--- src/rtl/crp_pkg.sv ---
package crp_pkg;

  // Decoded read request handed from control to datapath.
  typedef struct packed {
    logic        load;       // capture a new result this cycle
    logic        fixedBank;  // 1: fixed bank, 0: general-purpose bank
    logic        fast;       // return low 32 bits only
    logic        rangeErr;   // index not present in chosen bank
    logic [29:0] idx;        // index with ignored bits cleared
  } ctrlStrobes_t;

  localparam int unsigned SEL_FAST_BIT = 31;
  localparam int unsigned SEL_BANK_BIT = 30;
  localparam int unsigned RESULT_W     = 64;

endpackage

--- src/rtl/crp_ctrl.sv ---
module crp_ctrl #(
  parameter int unsigned NUM_GP   = 4,
  parameter int unsigned NUM_FIX  = 3,
  parameter int unsigned IDX_BITS = 8
) (
  input  logic                  rdStrobe,
  input  logic [31:0]           rdSel,
  output crp_pkg::ctrlStrobes_t ctl
);

  localparam logic [29:0] IDX_MASK = {30{1'b1}} >> (30 - IDX_BITS);
  localparam logic [29:0] GP_LIMIT  = 30'(NUM_GP);
  localparam logic [29:0] FIX_LIMIT = 30'(NUM_FIX);

  logic [29:0] idxField;
  logic        bankSel;

  always_comb begin
    idxField = rdSel[29:0] & IDX_MASK;
    bankSel  = rdSel[crp_pkg::SEL_BANK_BIT];
    ctl.load      = rdStrobe;
    ctl.fixedBank = bankSel;
    ctl.fast      = rdSel[crp_pkg::SEL_FAST_BIT];
    ctl.idx       = idxField;
    if (bankSel) ctl.rangeErr = (idxField >= FIX_LIMIT);
    else         ctl.rangeErr = (idxField >= GP_LIMIT);
  end

endmodule

--- src/rtl/crp_dpath.sv ---
module crp_dpath #(
  parameter int unsigned NUM_GP    = 4,
  parameter int unsigned NUM_FIX   = 3,
  parameter int unsigned GP_WIDTH  = 48,
  parameter int unsigned FIX_WIDTH = 40
) (
  input  logic                       clk,
  input  logic                       rstN,
  input  crp_pkg::ctrlStrobes_t      ctl,
  input  logic [NUM_GP-1:0][63:0]    gpCnt,
  input  logic [NUM_FIX-1:0][63:0]   fixCnt,
  output logic                       rdValid,
  output logic [63:0]                rdData,
  output logic                       rdErr
);

  localparam logic [63:0] GP_MASK  = {64{1'b1}} >> (64 - GP_WIDTH);
  localparam logic [63:0] FIX_MASK = {64{1'b1}} >> (64 - FIX_WIDTH);

  logic [63:0] gpPick, fixPick, bankPick, nextData;

  always_comb begin
    gpPick = '0;
    for (int i = 0; i < NUM_GP; i++)
      if (ctl.idx == 30'(i)) gpPick = gpCnt[i] & GP_MASK;
  end

  always_comb begin
    fixPick = '0;
    for (int i = 0; i < NUM_FIX; i++)
      if (ctl.idx == 30'(i)) fixPick = fixCnt[i] & FIX_MASK;
  end

  always_comb begin
    bankPick = ctl.fixedBank ? fixPick : gpPick;
    if (ctl.fast) nextData = {32'b0, bankPick[31:0]};
    else          nextData = bankPick;
    if (ctl.rangeErr) nextData = '0;
  end

  always_ff @(posedge clk) begin
    if (!rstN) begin
      rdValid <= 1'b0;
      rdData  <= '0;
      rdErr   <= 1'b0;
    end else begin
      rdValid <= ctl.load;
      if (ctl.load) begin
        rdData <= nextData;
        rdErr  <= ctl.rangeErr;
      end
    end
  end

  a_r8_valid_after_strobe: assert property (@(posedge clk) disable iff (!rstN)
    ctl.load |=> rdValid);
  a_r8_no_valid_without_strobe: assert property (@(posedge clk) disable iff (!rstN)
    !ctl.load |=> !rdValid);
  a_r8_hold_when_idle: assert property (@(posedge clk) disable iff (!rstN)
    !ctl.load |=> ($stable(rdData) && $stable(rdErr)));
  a_r6_error_gives_zero: assert property (@(posedge clk) disable iff (!rstN)
    (rdValid && rdErr) |-> (rdData == 64'd0));
  a_r3_fast_upper_zero: assert property (@(posedge clk) disable iff (!rstN)
    (ctl.load && ctl.fast) |=> (rdData[63:32] == 32'd0));
  a_r4_gp_width: assert property (@(posedge clk) disable iff (!rstN)
    (ctl.load && !ctl.fixedBank) |=> ((rdData & ~GP_MASK) == 64'd0));
  a_r5_fix_width: assert property (@(posedge clk) disable iff (!rstN)
    (ctl.load && ctl.fixedBank) |=> ((rdData & ~FIX_MASK) == 64'd0));

endmodule

--- src/rtl/counter_read_port.sv ---
module counter_read_port #(
  parameter int unsigned NUM_GP    = 4,
  parameter int unsigned NUM_FIX   = 3,
  parameter int unsigned GP_WIDTH  = 48,
  parameter int unsigned FIX_WIDTH = 40,
  parameter int unsigned IDX_BITS  = 8
) (
  input  logic                     clk,
  input  logic                     rstN,
  input  logic                     rdStrobe,
  input  logic [31:0]              rdSel,
  input  logic [NUM_GP-1:0][63:0]  gpCnt,
  input  logic [NUM_FIX-1:0][63:0] fixCnt,
  output logic                     rdValid,
  output logic [63:0]              rdData,
  output logic                     rdErr
);

  crp_pkg::ctrlStrobes_t ctl;

  crp_ctrl #(
    .NUM_GP(NUM_GP), .NUM_FIX(NUM_FIX), .IDX_BITS(IDX_BITS)
  ) u_ctrl (
    .rdStrobe(rdStrobe), .rdSel(rdSel), .ctl(ctl)
  );

  crp_dpath #(
    .NUM_GP(NUM_GP), .NUM_FIX(NUM_FIX),
    .GP_WIDTH(GP_WIDTH), .FIX_WIDTH(FIX_WIDTH)
  ) u_dpath (
    .clk(clk), .rstN(rstN), .ctl(ctl),
    .gpCnt(gpCnt), .fixCnt(fixCnt),
    .rdValid(rdValid), .rdData(rdData), .rdErr(rdErr)
  );

  a_r9_reset_quiet: assert property (@(posedge clk)
    !rstN |=> (!rdValid && rdData == 64'd0 && !rdErr));

endmodule

--- config.mk ---
export PLATFORM = sky130hd
export DESIGN_NAME = counter_read_port
export DESIGN_NICKNAME = d
export VERILOG_FILES = /design/src/rtl/crp_pkg.sv /design/src/rtl/crp_ctrl.sv /design/src/rtl/crp_dpath.sv /design/src/rtl/counter_read_port.sv
export SDC_FILE = /design/constraint.sdc
export NUM_CORES = 1
export LEC_CHECK = 0
export CORE_AREA = 5 5 209 211
export CTS_CLUSTER_SIZE = 10
export DETAILED_ROUTE_END_ITERATION = 10
export DIE_AREA = 0 0 214 216
export GPL_ROUTABILITY_DRIVEN = 0
export SYNTH_ARGS = -nofsm -noshare
export SYNTH_HDL_FRONTEND = slang
export SYNTH_SLANG_ARGS = --single-unit
--- constraint.sdc ---
create_clock -name clk -period 2.2 [get_ports clk]
set_input_delay 0.33 -clock clk [delete_from_list [all_inputs] [get_ports clk]]
set_output_delay 0.33 -clock clk [all_outputs]
set_load 0.05 [all_outputs]
Yosys cells after proc, flatten, opt, wreduce, memory -nomap -nowiden
Index checks and enable logic that the tools add are counted.
Widths: inputs -> output; s select.

operators by class
  magnitude comparators = 2
  eq/ne operators = 3
  mux-type cells = 11
  reductions and logical operators = 1

operator list
  operator            count
  $mux 64             8
  $mux 48             1
  $mux 40             1
  $logic_not 30->1    1
  $eq 8x2->1 const B  2
  $eq 8x1->1 const B  1
  $ge 8x2->1 const B  1
  $ge 8x3->1 const B  1
  $mux 1              1

word-level totals
  flip-flop bits (word level) = 66
  input port bits = 483
  output and inout port bits = 66
  word-level logic and storage cells = 20

Logic depth before layout (Yosys ltp)
Gate-level depths: netlist of the first run.

  word-level depth = 8
  gate-level depth with buffers = 7
  depth with buffers taken out = 4

Cells and area by module
From an unflattened synthesis of the first run, not the netlist that was laid out.

second synthesis, totals
  cells, all modules = 528
  area, all modules = 4,735.8 sq um

modules (own cells, without submodules)
  module     instances  cells an instance  area an instance (sq um)  seq. area each (sq um)
  crp_dpath  1          490                4,458.0                   1,001.0
  crp_ctrl   1          38                 277.8                     0.0

Worst setup path after synthesis of the first run
Ideal clock, no wire load.

  path kind = input to register
  start point = in rdSel[30]
  end point = reg u_dpath.rdData[15]
  library setup time = 0.117 ns
  arrival time = 1.504 ns
  required time = 2.083 ns
  slack = 0.579 ns
  stages = 5
  buffers on the path = 2
  cells stage by stage = buf_6 > buf_8 > mux4_2 > or2_0 > a32o_1

on the way
  longest elaborated chain between the ends = 3
  elaborated cells on any way between the ends = 4
  those cells by class = mux: 4

ends and longest elaborated chain
  item                  RTL line                 text
  from (decl)           counter_read_port.sv:11  input logic [31:0] rdSel,
  $mux 64               crp_dpath.sv:35          bankPick = ctl.fixedBank ? fixPick : gpPick;
  $mux 64               crp_dpath.sv:36          if (ctl.fast) nextData = {32'b0, bankPick[31:0]};
  $mux 64 *             crp_dpath.sv:38          if (ctl.rangeErr) nextData = '0;
  to (signal assigned)  crp_dpath.sv:49          rdData <= nextData;
  to (decl)             crp_dpath.sv:13          output logic [63:0] rdData,

Every way passes the cells marked *; elsewhere a longest branch is shown, timed or not.
A chain may end at the register's enable or synchronous reset.

Worst setup path after layout of the first run
  start point = reg u_dpath.rdData[5]
  end point = out rdData[5]

RTL lines
  item       RTL line                 text
  to (decl)  counter_read_port.sv:15  output logic [63:0] rdData,

No word-level cell between the ends.

==> impl_metrics.env, run 1 <==
export IMPL_cts_resized=0
export IMPL_die_w_um=214
export IMPL_worst_path_buf_inv=1
export IMPL_fin_util=0.217
export IMPL_clock_sinks=50
export IMPL_clock_latency_ps=320
export IMPL_grt_pass1_vias=6096
export IMPL_hold_buffers=0
export IMPL_ff2ff_setup_slack_ps=1540
export IMPL_rows=75
export IMPL_antenna_found_initial=7
export IMPL_grt_overflow=0
export IMPL_cts_clk_slew_worst_paths_ps=80
export IMPL_die_area_sq_um=46200
export IMPL_netlist_area_sq_um=4560
export IMPL_synthMuxAreaShare=0.157
export IMPL_tightest_slew_ps=873
export IMPL_synth_edff_count=0
export IMPL_finalPower_w=0.00312
export IMPL_fmax_ghz=0.518
export IMPL_final_nets=1387
export IMPL_stdcell_count=1444
export IMPL_viasPerCell=3.93
export IMPL_ios=549
export IMPL_fin_crit_sh=0.877
export IMPL_critical_path_required_ps=1870
export IMPL_final_common_cell="clkdlybuf4s50_1"
export IMPL_multiInputGateArea_sq_um=3120
export IMPL_synth_warnings=0
export IMPL_p_leak_nw=3.17
export IMPL_cts_tree="done"
export IMPL_clk_path_buf_depth=2
export IMPL_design_area_sq_um=9020
export IMPL_drt_wirelength_per_cell_um=18.0
export IMPL_synth_seq_cells=50
export IMPL_drv_slew=0
export IMPL_drive_gt1_frac=0.0873
export IMPL_cp_top_family="buffers and inverters"
export IMPL_hp_class="flip-flop to flip-flop"
export IMPL_worst_setup_path_start_kind="flip-flop"
export IMPL_finalHoldViolCount=0
export IMPL_crit_start="u_dpath.rdData[5]$_SDFFE_PN0P_"
export IMPL_layout_common_cells="368 x clkdlybuf4s50_1, 50 x dfxtp_1, 48 x nand2_1"
export IMPL_synthCells=558
export IMPL_nFillCells=4562
export IMPL_timing_rr_end="u_dpath.rdData[19]$_SDFFE_PN0P_"
export IMPL_relSlewSlack=0.417
export IMPL_grt_use_total=0.107
export IMPL_antenna_cells=0
export IMPL_dp_cells=1436
export IMPL_crit_path_end_kind="output port"
export IMPL_ys_types=37
export IMPL_p_per_area_nw_per_um2=346
export IMPL_drt_wl_total_um=25900
export IMPL_vdd_drop_max_mv=0.261
export IMPL_reg2reg_depth=1
export IMPL_synth_fa_ha_area_frac=0
export IMPL_crit_cells=1
export IMPL_core_sq_um=41600
export IMPL_synthToLayoutAreaGrowth_pct=97.8
export IMPL_setup_viol=0
export IMPL_io_buffers=374
export IMPL_ys_flop_type="dfxtp_1"
export IMPL_synth_compound_area_frac=0.320
export IMPL_skew_ps=0
export IMPL_drc_errors=0
export IMPL_holdPathStages=2
export IMPL_synthSimpleGateAreaFrac=0.191
export IMPL_avgSynthCellArea_sq_um=8.17
export IMPL_setup_tns_ps=0
export IMPL_rsz0062_at_grt="no"
export IMPL_timing_rr_start="u_dpath.rdData[19]$_SDFFE_PN0P_"
export IMPL_cp_slowest_stage_delay_ps=930
export IMPL_antenna_left=0
export IMPL_clockRootBuffer="clkbuf_16"
export IMPL_synth_top_family_by_area="compound AO/OA/AOI/OAI gates"
export IMPL_firstDrtPassIters=4
export IMPL_outcome="complete, no violations"
export IMPL_cts_inserted_buffers=5
export IMPL_cpMaxStageDelayCell="clkdlybuf4s50_1"
export IMPL_period_needed_ps=1930
export IMPL_synthArstFlopShare=0
export IMPL_max_cap_violations=0
export IMPL_ctsHtreeMaxLevel=2
export IMPL_grt_start_max_net_pins=78
export IMPL_start_util=0.110
export IMPL_worstSetupPathType="flip-flop to output port"
export IMPL_cts_setup_buffers=0
export IMPL_ys_seq_area_frac=0.219
export IMPL_placed_cell_area_sq_um=8850
export IMPL_hpwl_um=21000
export IMPL_synth_xor_area_frac=0
export IMPL_cp_endpoint="rdData[5]"
export IMPL_dr_total_vias=5673
export IMPL_drt_iter0_drc=211
export IMPL_cp_arrival_ps=1600
export IMPL_die_y_um=216
export IMPL_crit_chain="clkdlybuf4s50_1"
export IMPL_regArea_sq_um=1000
export IMPL_grt_first_pass_wirelength_um=37900
export IMPL_path_max_fanout=2
## kinds of logic after synthesis
logic type	Yosys count
buffers and inverters	100
other	1
AOI/OAI and AO/OA	189
and+or+nand+nor	166
muxes	52
DFF	50
## worst min path at each step
stage,slack [ps],from,to
3_3_place_gp,430,u_dpath.rdData[10]$_SDFFE_PN0P_,u_dpath.rdData[10]$_SDFFE_PN0P_
6_report,450,u_dpath.rdData[25]$_SDFFE_PN0P_,u_dpath.rdData[25]$_SDFFE_PN0P_
3_5_place_dp,440,u_dpath.rdData[20]$_SDFFE_PN0P_,u_dpath.rdData[20]$_SDFFE_PN0P_
5_1_grt,470,u_dpath.rdData[26]$_SDFFE_PN0P_,u_dpath.rdData[26]$_SDFFE_PN0P_
2_1_floorplan,480,rstN,u_dpath.rdErr$_SDFFE_PN0P_
4_1_cts,460,u_dpath.rdData[25]$_SDFFE_PN0P_,u_dpath.rdData[25]$_SDFFE_PN0P_
## metrics by stage
stage                     hold slack [ps]  setup slack, ps
after detailed placement              438            -57.5
after global placement                428            -59.2
after floorplan                       478              579
final                                 452              271
after CTS                             458              257
after global routing                  474              127
## synth_stat cells, types with 27 or more instances
| cell type | number | area, sq um |
|---|---|---|
| nor2_1 | 29 | 109 |
| nor2b_1 | 39 | 244 |
| mux2_2 | 28 | 315 |
| nand2_1 | 48 | 180 |
| o41ai_1 | 27 | 236 |
| clkbuf_1 | 29 | 109 |
| nand2b_1 | 30 | 188 |
| o21ai_0 | 36 | 180 |
| dfxtp_1 | 50 | 1000 |
| inv_1 | 28 | 105 |
| a21boi_0 | 28 | 210 |
| o22a_1 | 28 | 245 |
| a211oi_1 | 28 | 210 |
## power by group
group / leakage [nW] / total (W) / internal (W) / switching [W]
registers: 0.403 / 0.000911 / 0.000908 / 0.00000213
clock network: 0.0771 / 0.000989 / 0.000541 / 0.000448
logic: 2.69 / 0.00122 / 0.000751 / 0.000468
total: 3.17 / 0.00312 / 0.00220 / 0.000918
## layout make-up
cell class / count / share of cell area
clock buffer: 6 / 0.0143
tap: 539 / 0.0748
sequential: 50 / 0.111
multi-input combinational: 423 / 0.346
inverter: 28 / 0.0117
timing repair buffer: 396 / 0.439
clock inverter: 2 / 0.00416
## registers in the layout, indices dropped and copies added (netlist names)
name	flops
u_dpath.rdData	48
u_dpath.rdErr	1
u_dpath.rdValid	1
## layer usage
layer / part of all wire / global-route usage / vias to the layer above
li1: - / - / 2711
met5: 0.0032 / 0 / -
met4: 0.021 / 0.0329 / 14
met2: 0.47 / 0.178 / 267
met3: 0.10 / 0.0531 / 42
met1: 0.40 / 0.123 / 2639
(Power assumes the default switching activity.)
==> inputs of run 2 (changes only) <==
Settings changed: PLACE_DENSITY_LB_ADDON from default to 0.15.
==> run 2 against run 1 <==
  * Register-to-register slack gained 30 ps
  * Clock power shrank 0.5%
  * Via count shrank 1.7%
  * Cell count grew 0.90%
  * Final area grew 1.9%
  * Critical path type unchanged
  * Highest routed layer unchanged
==> impl_metrics.env, run 2 (synthesis results as in run 1) <==
export IMPL_cts_clk_slew_worst_paths_ps=70
export IMPL_grt_use_total=0.120
export IMPL_drt_wirelength_per_cell_um=19.5
export IMPL_die_y_um=216
export IMPL_setup_viol=0
export IMPL_viasPerCell=3.83
export IMPL_core_sq_um=41600
export IMPL_dp_cells=1449
export IMPL_cpMaxStageDelayCell="clkdlybuf4s50_1"
export IMPL_period_needed_ps=1880
export IMPL_worst_setup_path_start_kind="flip-flop"
export IMPL_dr_total_vias=5576
export IMPL_finalPower_w=0.00315
export IMPL_drt_wl_total_um=28400
export IMPL_clockRootBuffer="clkbuf_16"
export IMPL_worst_path_buf_inv=1
export IMPL_reg2reg_depth=1
export IMPL_rows=75
export IMPL_cp_top_family="buffers and inverters"
export IMPL_drive_gt1_frac=0.0980
export IMPL_nFillCells=4629
export IMPL_grt_start_max_net_pins=43
export IMPL_final_nets=1400
export IMPL_drc_errors=0
export IMPL_p_leak_nw=3.25
export IMPL_crit_path_end_kind="output port"
export IMPL_grt_pass1_vias=6078
export IMPL_timing_rr_end="u_dpath.rdData[37]$_SDFFE_PN0P_"
export IMPL_max_cap_violations=0
export IMPL_worst_hold_startpoint="u_dpath.rdData[21]$_SDFFE_PN0P_"
export IMPL_cp_slowest_stage_delay_ps=880
export IMPL_holdPathStages=2
export IMPL_path_max_fanout=2
export IMPL_firstDrtPassIters=4
export IMPL_rsz0062_at_grt="no"
export IMPL_crit_chain="clkdlybuf4s50_1"
export IMPL_die_area_sq_um=46200
export IMPL_fin_crit_sh=0.855
export IMPL_skew_ps=0
export IMPL_fin_util=0.221
export IMPL_multiInputGateArea_sq_um=3120
export IMPL_drt_iter0_drc=228
export IMPL_final_common_cell="clkdlybuf4s50_1"
export IMPL_grt_overflow=0
export IMPL_fmax_ghz=0.532
export IMPL_tightest_slew_ps=617
export IMPL_ctsHtreeMaxLevel=2
export IMPL_drv_slew=0
export IMPL_stdcell_count=1457
export IMPL_grt_first_pass_wirelength_um=41600
export IMPL_top_regs="u_dpath.rdData (48), u_dpath.rdErr (1), u_dpath.rdValid (1)"
export IMPL_top_register="u_dpath.rdData"
export IMPL_cts_inserted_buffers=5
export IMPL_cts_tree="done"
export IMPL_critical_path_required_ps=1870
export IMPL_ios=549
export IMPL_hpwl_um=22400
export IMPL_relSlewSlack=0.587
export IMPL_regArea_sq_um=1000
export IMPL_start_util=0.110
export IMPL_largest_register_ffs=48
export IMPL_setup_tns_ps=0
export IMPL_cp_arrival_ps=1550
export IMPL_p_per_area_nw_per_um2=343
export IMPL_synthToLayoutAreaGrowth_pct=102
export IMPL_clk_path_buf_depth=2
export IMPL_post_place_ws_ps=40.3
export IMPL_die_w_um=214
export IMPL_ff2ff_setup_slack_ps=1570
export IMPL_clock_sinks=50
export IMPL_cts_resized=0
export IMPL_hold_buffers=0
export IMPL_fin_ws_ps=320
export IMPL_hp_class="flip-flop to flip-flop"
export IMPL_holdPathEnd="u_dpath.rdData[21]$_SDFFE_PN0P_"
export IMPL_antenna_cells=0
export IMPL_worstSetupPathType="flip-flop to output port"
export IMPL_clock_latency_ps=320
export IMPL_io_buffers=374
export IMPL_antenna_left=0
export IMPL_layout_common_cells="370 x clkdlybuf4s50_1, 50 x dfxtp_1, 48 x nand2_1"
export IMPL_outcome="complete, no violations"
export IMPL_timing_rr_start="u_dpath.rdData[37]$_SDFFE_PN0P_"
export IMPL_cts_setup_buffers=0
export IMPL_antenna_found_initial=4
export IMPL_finalHoldViolCount=0
export IMPL_vdd_drop_max_mv=0.245
run 2: report_power, final:
part	leakage (nW)	switching, W	total (W)	internal, W
clock	0.0771	0.000443	0.000984	0.000541
sequential	0.403	0.00000211	0.000911	0.000908
combinational	2.77	0.000481	0.00126	0.000776
run 2: worst max-delay path by stage:
stage / from / endpoint / slack [ps] / depth (start not counted)
after floorplan: rdSel[30] / u_dpath.rdData[15]$_SDFFE_PN0P_ / 580 / 5
after global placement: rdSel[3] / u_dpath.rdData[38]$_SDFFE_PN0P_ / 40 / 7
final: u_dpath.rdData[29]$_SDFFE_PN0P_ / rdData[29] / 320 / 1
after global routing: u_dpath.rdData[29]$_SDFFE_PN0P_ / rdData[29] / 220 / 1
after detailed placement: rdSel[3] / u_dpath.rdData[37]$_SDFFE_PN0P_ / 40 / 7
after CTS: u_dpath.rdData[29]$_SDFFE_PN0P_ / rdData[29] / 270 / 1
run 2: area by class of cell:
cell class	count	area share
clock buffer	6	0.0140
inverter	28	0.0114
clock inverter	2	0.00408
sequential	50	0.109
timing repair buffer	409	0.449
multi-input combinational	423	0.339
tap	539	0.0734
run 2: routing by layer:
layer,vias up,wire length (um),GRT usage
li1,2738,-,-
met1,2589,12800,0.152
met2,238,13000,0.194
met3,9,2440,0.0517
met4,2,216,0.0180
met5,-,13,0
run 2: metrics by stage:
stage          hold slack [ps]  area, sq um
6_report                   451         9190
5_1_grt                    473         9190
4_1_cts                    455         9190
3_5_place_dp               437         9020
3_3_place_gp               430         9020
2_1_floorplan              478         4620
